===== config.mk =====
export PLATFORM = sky130hd
export DESIGN_NAME = cphs_sequencer
export DESIGN_NICKNAME = d
export VERILOG_FILES = /design/src/rtl/cphs_pkg.sv /design/src/rtl/cphs_classify.sv /design/src/rtl/cphs_beat_counter.sv /design/src/rtl/cphs_ctrl.sv /design/src/rtl/cphs_sequencer.sv
export SDC_FILE = /design/constraint.sdc
export NUM_CORES = 1
export LEC_CHECK = 0
export ABC_CLOCK_PERIOD_IN_PS = 1900
export BUFFER_PORTS_ARGS = -buffer_cell sky130_fd_sc_hd__buf_2
export CAP_MARGIN = 20
export CORE_AREA = 2 2 39 41
export DETAILED_ROUTE_END_ITERATION = 10
export DIE_AREA = 0 0 41 43
export SLEW_MARGIN = 20
export SYNTH_ARGS = -nofsm -noshare
export SYNTH_HDL_FRONTEND = slang
export SYNTH_SLANG_ARGS = --single-unit

===== constraint.sdc =====
create_clock -name clk -period 1.9 [get_ports clk]
set_clock_uncertainty 0.1 [all_clocks]
set_input_delay 0.38 -clock clk [delete_from_list [all_inputs] [get_ports clk]]
set_output_delay 0.38 -clock clk [all_outputs]
set_load 0.1 [all_outputs]

===== src/rtl/cphs_pkg.sv =====
package cphs_pkg;

  typedef enum logic [1:0] {
    HS_WAIT   = 2'b00,
    HS_GO     = 2'b01,
    HS_ABSENT = 2'b10,
    HS_LAST   = 2'b11
  } hs_code_e;

  typedef enum logic [2:0] {
    ST_IDLE   = 3'd0,
    ST_EVAL   = 3'd1,
    ST_XFER   = 3'd2,
    ST_FINISH = 3'd3,
    ST_ABORT  = 3'd4
  } seq_state_e;

  // A word moves on GO and on LAST: both have bit 0 set.
  function automatic logic hs_moves(input logic [1:0] code);
    return code[0];
  endfunction

  function automatic logic hs_is_last(input logic [1:0] code);
    return code == HS_LAST;
  endfunction

  function automatic logic hs_is_wait(input logic [1:0] code);
    return code == HS_WAIT;
  endfunction

  function automatic logic hs_is_absent(input logic [1:0] code);
    return code == HS_ABSENT;
  endfunction

endpackage


===== src/rtl/cphs_classify.sv =====
module cphs_classify
  import cphs_pkg::*;
(
  input  logic [1:0] hs_i,
  output logic       wait_o,
  output logic       absent_o,
  output logic       last_o,
  output logic       moves_o
);

  always_comb begin
    wait_o   = hs_is_wait(hs_i);
    absent_o = hs_is_absent(hs_i);
    last_o   = hs_is_last(hs_i);
    moves_o  = hs_moves(hs_i);
  end

endmodule


===== src/rtl/cphs_beat_counter.sv =====
module cphs_beat_counter #(
  parameter int BEAT_W = 8
) (
  input  logic              clk,
  input  logic              rst_n,
  input  logic              clear_i,
  input  logic              beat_i,
  output logic [BEAT_W-1:0] beats_o
);

  localparam logic [BEAT_W-1:0] BEAT_MAX = {BEAT_W{1'b1}};

  function automatic logic [BEAT_W-1:0] sat_inc(input logic [BEAT_W-1:0] v);
    return (v == BEAT_MAX) ? v : v + 1'b1;
  endfunction

  always_ff @(posedge clk or negedge rst_n) begin
    if (!rst_n)       beats_o <= '0;
    else if (clear_i) beats_o <= '0;
    else if (beat_i)  beats_o <= sat_inc(beats_o);
  end

  // The count never wraps back to zero.
  assert_beat_nowrap_R7: assert property (@(posedge clk) disable iff (!rst_n)
    (!clear_i && beats_o != '0) |=> beats_o != '0);

endmodule


===== src/rtl/cphs_ctrl.sv =====
module cphs_ctrl
  import cphs_pkg::*;
(
  input  logic       clk,
  input  logic       rst_n,
  input  logic       instr_valid_i,
  input  logic       instr_is_ls_i,
  input  logic       cond_ok_i,
  input  logic       irq_i,
  input  logic       hs_wait_i,
  input  logic       hs_absent_i,
  input  logic       hs_last_i,
  input  logic       hs_moves_i,
  output logic       evt_accept_o,
  output logic       evt_beat_o,
  output logic       is_ls_q_o,
  output logic       cond_q_o,
  output logic       stall_o,
  output logic       undef_trap_o,
  output logic       cp_pass_o,
  output logic       mem_req_o,
  output logic       done_o
);

  seq_state_e state_q, state_d;
  logic       is_ls_q, cond_q;
  logic       busy, engaged, in_eval, in_xfer;
  logic       evt_abort;

  assign in_eval = (state_q == ST_EVAL);
  assign in_xfer = (state_q == ST_XFER);
  assign busy    = in_eval | in_xfer;
  assign engaged = busy & cond_q;

  assign evt_accept_o = (state_q == ST_IDLE) & instr_valid_i;
  assign evt_abort    = in_eval & cond_q & hs_wait_i & irq_i;
  assign evt_beat_o   = engaged & hs_moves_i;

  always_comb begin
    state_d = state_q;
    unique case (state_q)
      ST_IDLE: if (instr_valid_i) state_d = ST_EVAL;
      ST_EVAL: begin
        if (!cond_q)          state_d = ST_FINISH;
        else if (hs_absent_i) state_d = ST_IDLE;
        else if (hs_wait_i)   state_d = irq_i ? ST_ABORT : ST_EVAL;
        else if (hs_last_i)   state_d = ST_FINISH;
        else                  state_d = ST_XFER;
      end
      ST_XFER:   if (hs_last_i) state_d = ST_FINISH;
      ST_FINISH: state_d = ST_IDLE;
      ST_ABORT:  state_d = ST_IDLE;
      default:   state_d = ST_IDLE;
    endcase
  end

  always_ff @(posedge clk or negedge rst_n) begin
    if (!rst_n) begin
      state_q <= ST_IDLE;
      is_ls_q <= 1'b0;
      cond_q  <= 1'b0;
    end else begin
      state_q <= state_d;
      if (evt_accept_o) begin
        is_ls_q <= instr_is_ls_i;
        cond_q  <= cond_ok_i;
      end
    end
  end

  assign is_ls_q_o    = is_ls_q;
  assign cond_q_o     = cond_q;
  assign stall_o      = engaged & (hs_wait_i | (in_xfer & hs_absent_i));
  assign undef_trap_o = in_eval & cond_q & hs_absent_i;
  assign cp_pass_o    = engaged;
  assign mem_req_o    = evt_beat_o & is_ls_q;
  assign done_o       = (state_q == ST_FINISH);

  assert_abort_drops_pass_R6: assert property (@(posedge clk) disable iff (!rst_n)
    evt_abort |=> (!cp_pass_o && !stall_o && !done_o && !undef_trap_o));

  assert_abort_then_idle_R6: assert property (@(posedge clk) disable iff (!rst_n)
    evt_abort |=> ##1 (!cp_pass_o && !done_o));

  assert_trap_alone_R2: assert property (@(posedge clk) disable iff (!rst_n)
    undef_trap_o |-> (!done_o && !mem_req_o && !stall_o));

  assert_trap_pulse_R2: assert property (@(posedge clk) disable iff (!rst_n)
    undef_trap_o |=> !undef_trap_o);

  assert_last_gives_done_R8: assert property (@(posedge clk) disable iff (!rst_n)
    (engaged && hs_last_i) |=> done_o);

  assert_done_pulse_R8: assert property (@(posedge clk) disable iff (!rst_n)
    done_o |=> !done_o);

  assert_stall_has_pass_R11: assert property (@(posedge clk) disable iff (!rst_n)
    stall_o |-> cp_pass_o);

  assert_mem_only_ls_R7: assert property (@(posedge clk) disable iff (!rst_n)
    mem_req_o |-> is_ls_q_o);

  assert_failed_cond_quiet_R9: assert property (@(posedge clk) disable iff (!rst_n)
    (in_eval && !cond_q) |-> (!cp_pass_o && !stall_o && !undef_trap_o && !mem_req_o));

  assert_busy_ignores_valid_R10: assert property (@(posedge clk) disable iff (!rst_n)
    (state_q != ST_IDLE && instr_valid_i) |=> ($stable(is_ls_q) && $stable(cond_q)));

  assert_xfer_no_trap_R12: assert property (@(posedge clk) disable iff (!rst_n)
    in_xfer |-> !undef_trap_o);

endmodule


===== src/rtl/cphs_sequencer.sv =====
module cphs_sequencer #(
  parameter int BEAT_W = 8
) (
  input  logic       clk,
  input  logic       rst_n,
  input  logic       instr_valid_i,
  input  logic       instr_is_ls_i,
  input  logic       cond_ok_i,
  input  logic [1:0] hs_code_i,
  input  logic       irq_i,
  output logic       stall_o,
  output logic       undef_trap_o,
  output logic       cp_pass_o,
  output logic       mem_req_o,
  output logic       done_o
);

  logic              hs_wait, hs_absent, hs_last, hs_moves;
  logic              evt_accept, evt_beat;
  logic              is_ls_q, cond_q;
  logic [BEAT_W-1:0] beats;

  cphs_classify u_classify (
    .hs_i     (hs_code_i),
    .wait_o   (hs_wait),
    .absent_o (hs_absent),
    .last_o   (hs_last),
    .moves_o  (hs_moves)
  );

  cphs_ctrl u_ctrl (
    .clk           (clk),
    .rst_n         (rst_n),
    .instr_valid_i (instr_valid_i),
    .instr_is_ls_i (instr_is_ls_i),
    .cond_ok_i     (cond_ok_i),
    .irq_i         (irq_i),
    .hs_wait_i     (hs_wait),
    .hs_absent_i   (hs_absent),
    .hs_last_i     (hs_last),
    .hs_moves_i    (hs_moves),
    .evt_accept_o  (evt_accept),
    .evt_beat_o    (evt_beat),
    .is_ls_q_o     (is_ls_q),
    .cond_q_o      (cond_q),
    .stall_o       (stall_o),
    .undef_trap_o  (undef_trap_o),
    .cp_pass_o     (cp_pass_o),
    .mem_req_o     (mem_req_o),
    .done_o        (done_o)
  );

  cphs_beat_counter #(.BEAT_W(BEAT_W)) u_beats (
    .clk     (clk),
    .rst_n   (rst_n),
    .clear_i (evt_accept),
    .beat_i  (evt_beat),
    .beats_o (beats)
  );

  // A completed instruction moved words exactly when its condition held.
  assert_done_beats_R8: assert property (@(posedge clk) disable iff (!rst_n)
    done_o |-> ((beats != '0) == cond_q));

  // A data-processing instruction never asks for memory, however many beats it ran.
  assert_cdp_no_mem_R7: assert property (@(posedge clk) disable iff (!rst_n)
    (!is_ls_q && beats != '0) |-> !mem_req_o);

endmodule


Word level (Yosys, flattened, before mapping):

Index checks and enable logic that the tools add are counted.

* ROM bits: 0
* bits in latches: 0
* bits in writable memories: 0
* register bits: 5
* logic and storage cells: 31
* memories: 0
* output and inout port bits: 5
* bits of input ports: 8

* bitwise gates (word level): 10
* divide/modulo/power cells: 0
* mux-type cells: 8
* reduce and logical (&&, ||, !) cells: 3
* $lt $le $gt $ge: 0
* eq/ne operators: 7
* multipliers: 0
* shift operators: 0
* add/subtract/negate cells: 0

Operator list (number)
* $mux 3: 6
* $pmux 3 s3: 1
* $and 1x1->1: 8
* $eq 3x2->1 const B: 2
* $eq 2x2->1 const B: 2
* $ne 2x2->1 const B: 2
* $eq 3x1->1 const B: 1
* $logic_not 3->1: 1
* $logic_not 2->1: 1
* $or 1x1->1: 2
* $reduce_and 2->1: 1
* $mux 1: 1

Depth between registers and ports, before layout:

* depth in word-level cells: 6
* mapped depth: 3
* gate-level depth less buffers: 3

By module:

A second synthesis with hierarchy kept.

* cell total of the unflattened synthesis: 37
* area total of the unflattened synthesis: 351.6 µm²

By module, submodules not included
* cphs_ctrl: sequential area each 125.1 µm², instances 1, area each 324.1 µm², cells each 33
* cphs_classify: sequential area each 0.0 µm², instances 1, area each 27.5 µm², cells each 4

Least setup slack after synthesis:

OpenSTA, ideal clock, no wires.

* kind: register to output
* start: register u_ctrl.state_q[1]
* end: output stall_o
* buffers on the path: 0
* required time: 1420 ps
* data arrival time: 2924 ps
* path slack: -1504 ps
* cell stages (with the launch flop): 4
* path through: dfrtp_1 and2b_2 nand2b_1 a21boi_0

* word-level cells in the longest chain between the ends: 4
* elaborated cells between the ends (all ways): 7
* those cells by class: eq/ne (2); bitwise (5)

RTL lines
* start: declaration: line cphs_ctrl.sv:25 `seq_state_e state_q, state_d;`
* start signal: assignment: line cphs_ctrl.sv:63 `state_q <= state_d;`
* $eq 3x1->1 / $eq 3x2->1 (equally long branches): line cphs_ctrl.sv:30, cphs_ctrl.sv:31
* $or 1x1->1 / $and 1x1->1 (equally long branches): line cphs_ctrl.sv:32, cphs_ctrl.sv:73
* $and 1x1->1 / $or 1x1->1 (equally long branches): line cphs_ctrl.sv:33, cphs_ctrl.sv:73
* $and 1x1->1 *: line cphs_ctrl.sv:73 `assign stall_o = engaged & (hs_wait_i | (in_xfer & hs_absent_i));`
* end: declaration: line cphs_sequencer.sv:11 `output logic stall_o,`

Every way passes the cells marked *; elsewhere a longest branch is shown, timed or not.

Worst setup path in the final report:

* start: register u_ctrl.state_q[1]
* end: output mem_req_o

* word-level cells in the longest chain between the ends: 5
* elaborated cells between the ends (all ways): 6
* those cells by class: eq/ne (2); bitwise (4)

RTL lines
* $eq 3x1->1 / $eq 3x2->1 (equally long branches): line cphs_ctrl.sv:30, cphs_ctrl.sv:31
* $or 1x1->1 *: line cphs_ctrl.sv:32 `assign busy = in_eval | in_xfer;`
* $and 1x1->1 *: line cphs_ctrl.sv:33 `assign engaged = busy & cond_q;`
* $and 1x1->1 *: line cphs_ctrl.sv:37 `assign evt_beat_o = engaged & hs_moves_i;`
* $and 1x1->1 *: line cphs_ctrl.sv:76 `assign mem_req_o = evt_beat_o & is_ls_q;`
* end: declaration: line cphs_sequencer.sv:14 `output logic mem_req_o,`

Marks and branches as above.

==> flow_metrics.env <==
export IMPL_fin_util_pct=39.0
export IMPL_coreArea_um2=1380
export IMPL_cts_tree="yes"
export IMPL_initial_utilization_pct=22.1
export IMPL_combPwrFrac_pct=67.5
export IMPL_p_sw_share_pct=48.7
export IMPL_antenna_found_initial=0
export IMPL_cts_made_buffers=3
export IMPL_track_usage_pct=12.1
export IMPL_synth_xor_area_share_pct=2.87
export IMPL_slew_violations=0
export IMPL_finalHoldViolCount=0
export IMPL_busiest_layer="met2"
export IMPL_post_route_cell_area_um2=539
export IMPL_rows=14
export IMPL_finalSetupTns_ns=0
export IMPL_seq_power_share_pct=19.8
export IMPL_wirelength_um=754
export IMPL_crit_end="mem_req_o"
export IMPL_dp_cells=58
export IMPL_antenna_cells=0
export IMPL_fmax_mhz=532
export IMPL_power_density_nw_per_um2=1800
export IMPL_r2r_setup_slack_ns=0.43
export IMPL_tightestPinTransition_ns=0.484
export IMPL_setup_viol=0
export IMPL_synth_fa_ha_area_share_pct=0
export IMPL_r2r_cells=3
export IMPL_antenna_left=0
export IMPL_hp_class="in2reg"
export IMPL_grt_max_degree=7
export IMPL_worst_r2r_endpoint="u_ctrl.is_ls_q_o$_DFFE_PN0P_"
export IMPL_clock_latency_ns=0.24
export IMPL_die_w_um=41
export IMPL_io_buffers=12
export IMPL_gr_usage_met2_pct=17.5
export IMPL_area_delta_synth_final_pct=76.6
export IMPL_critPathCaptureType="output pin"
export IMPL_synth_top_family_by_area="simple AND/OR/NAND/NOR gates"
export IMPL_ys_seq_elements=5
export IMPL_fin_nets=59
export IMPL_synth_compound_area_share_pct=11.9
export IMPL_yosys_warnings=0
export IMPL_intPower_w=0.000497
export IMPL_synth_area_mux_share_pct=3.69
export IMPL_finalCriticalPeriod_ns=1.88
export IMPL_gp_congestion=0.715
export IMPL_dp_slack_ns=0.169
export IMPL_cts_root_buf="clkbuf_4"
export IMPL_grt_pass1_vias=321
export IMPL_syn_inst=30
export IMPL_p_leak_nw=0.234
export IMPL_switchingPower_w=0.000472
export IMPL_nFillCells=138
export IMPL_dpl_hpwl_um=520
export IMPL_dieArea_um2=1760
export IMPL_p_clk_share_pct=12.7
export IMPL_netlist_area_um2=305
export IMPL_clk_pin_slew_ns=0.05
export IMPL_drt_vias_per_instance=4.50
export IMPL_worstPathMaxFanout=4
export IMPL_synth_distinct_cells=20
export IMPL_fin_ws_ns=0.0201
export IMPL_path_class="reg2out"
export IMPL_grt_use_met3_pct=4.71
export IMPL_place_area_um2=474
export IMPL_fin_cells=66
export IMPL_die_h_um=43
export IMPL_grt_first_pass_wirelength_um=1390
export IMPL_avgSynthCellArea_um2=10.2
export IMPL_ir_drop_mv=0.844
export IMPL_yosys_area_share_simple_pct=39.3
export IMPL_relSlewSlack_pct=68.0
export IMPL_synthesis_nets=38
export IMPL_maxCapViolCount=0
export IMPL_cp_start_kind="flip-flop"
export IMPL_worstSetupStartpoint="u_ctrl.state_q[1]$_DFFE_PN0P_"
export IMPL_seq_area_frac_synth_pct=41.0
export IMPL_grt_setup_unrepaired="true"
export IMPL_grt_util_met1_pct=14.0
export IMPL_cts_max_level=1
export IMPL_min_period_over_period_pct=98.9
export IMPL_clock_path_buffers=2
export IMPL_clkSinkCount=5
export IMPL_overflow=0
export IMPL_layout_drive_gt1_share_pct=62.0
export IMPL_outcome="finished, final reports clean"
export IMPL_required_ns=1.42
export IMPL_drtIter0Drc=1
export IMPL_pin_count=13
export IMPL_drtPass1Iterations=2
export IMPL_routedWlPerCell_um=11.4
export IMPL_drc=0
export IMPL_r2r_start="u_ctrl.state_q[1]$_DFFE_PN0P_"
export IMPL_via_count=297
export IMPL_arrival_ns=1.40
[worst min-delay path by stage]
stage                  startpoint                           end  slack [ns]  depth (start not counted)
floorplan                   rst_n   u_ctrl.cond_q_o$_DFFE_PN0P_       -0.02                          0
global placement            rst_n  u_ctrl.is_ls_q_o$_DFFE_PN0P_         0.1                          1
detailed placement          rst_n  u_ctrl.is_ls_q_o$_DFFE_PN0P_         0.1                          1
CTS                     cond_ok_i   u_ctrl.cond_q_o$_DFFE_PN0P_        0.26                          3
global route        instr_is_ls_i  u_ctrl.is_ls_q_o$_DFFE_PN0P_        0.27                          2
finish                  cond_ok_i   u_ctrl.cond_q_o$_DFFE_PN0P_        0.26                          3
[power groups by stage]
stage | Combinational [W] | Sequential (W) | Clock, W
after floorplan | 0.000430 | 0.000205 | 0
after global placement | 0.000583 | 0.000209 | 0
after detailed placement | 0.000581 | 0.000212 | 0
after CTS | 0.000640 | 0.000192 | 0.000127
after global routing | 0.000691 | 0.000200 | 0.000137
final | 0.000654 | 0.000192 | 0.000123
[kinds of logic after synthesis]
kind of cell | Yosys count
AOI/OAI and AO/OA | 6
xor gates and xnor gates | 1
buffers and inverters | 1
DFF | 5
muxes | 1
and+or+nand+nor | 16
[cell type report]
class / instances / area, µm² / area share, %
Multi-Input combinational cell: 24 / 208 / 38.5
Tap cell: 16 / 20.0 / 3.71
Sequential cell: 5 / 129 / 23.9
Inverter: 1 / 3.75 / 0.696
Timing Repair Buffer: 16 / 153 / 28.3
Clock buffer: 4 / 26.3 / 4.87
[registers in the layout (all words and copies together), names as in the netlist]
signal	count
u_ctrl.state_q	3
u_ctrl.cond_q_o	1
u_ctrl.is_ls_q_o	1
[cell usage in the layout (no fill, tap or decap), types with 2 or more instances in the layout]
cell type / count
buf_12: 4
buf_2: 8
buf_4: 3
clkbuf_4: 3
dfrtp_1: 2
dfrtp_2: 3
nand2_1: 2
nand2b_1: 3
o21ai_0: 2
[Yosys cell counts]
| cell type | n | area [µm²] |
|---|---|---|
| and4b_1 | 1 | 10.0 |
| and2_1 | 1 | 6.26 |
| a21oi_1 | 1 | 5.00 |
| mux2_2 | 1 | 11.3 |
| nand2b_1 | 3 | 18.8 |
| xnor2_1 | 1 | 8.76 |
| dfrtp_1 | 5 | 125 |
| or3b_1 | 1 | 8.76 |
| nor4b_4 | 1 | 23.8 |
| a21boi_0 | 1 | 7.51 |
| nor3_2 | 1 | 10.0 |
| inv_1 | 1 | 3.75 |
| nor2_1 | 1 | 3.75 |
| and3_1 | 2 | 12.5 |
| o21ai_0 | 2 | 10.0 |
| nor3_1 | 2 | 10.0 |
| a31oi_1 | 1 | 6.26 |
| and2b_2 | 1 | 8.76 |
| o31ai_1 | 1 | 7.51 |
| nand2_1 | 2 | 7.51 |
[through the flow]
step                      hold WS, ns  power (W)
after CTS                       0.263   0.000959
after global routing            0.274    0.00103
after floorplan               -0.0156   0.000635
after global placement         0.0969   0.000792
after detailed placement       0.0987   0.000793
final                           0.260   0.000969
[layer usage]
layer  part of all wire (%)  wire [µm]
met1                     42        317
met2                     53        397
met3                    4.4         33
met4                   0.80          6
met5                      0          0
[timing repair]
action | 4_1_cts | 5_1_grt
buffers inserted | 2 | 1
pin swaps | 1 | 2
endpoints found under the setup margin | 2 | 2
hold endpoints to repair | 5 | 0
cloned | 0 | 0
resized for setup | 1 | 1
hold buffers | 1 | 0
[critical path, stage by stage (launching register included)]
cell	delay [ns]
dfrtp_2	0.43
xnor2_2	0.16
nor3_4	0.19
and3_4	0.21
buf_12	0.17
(Power assumes the default switching activity.)
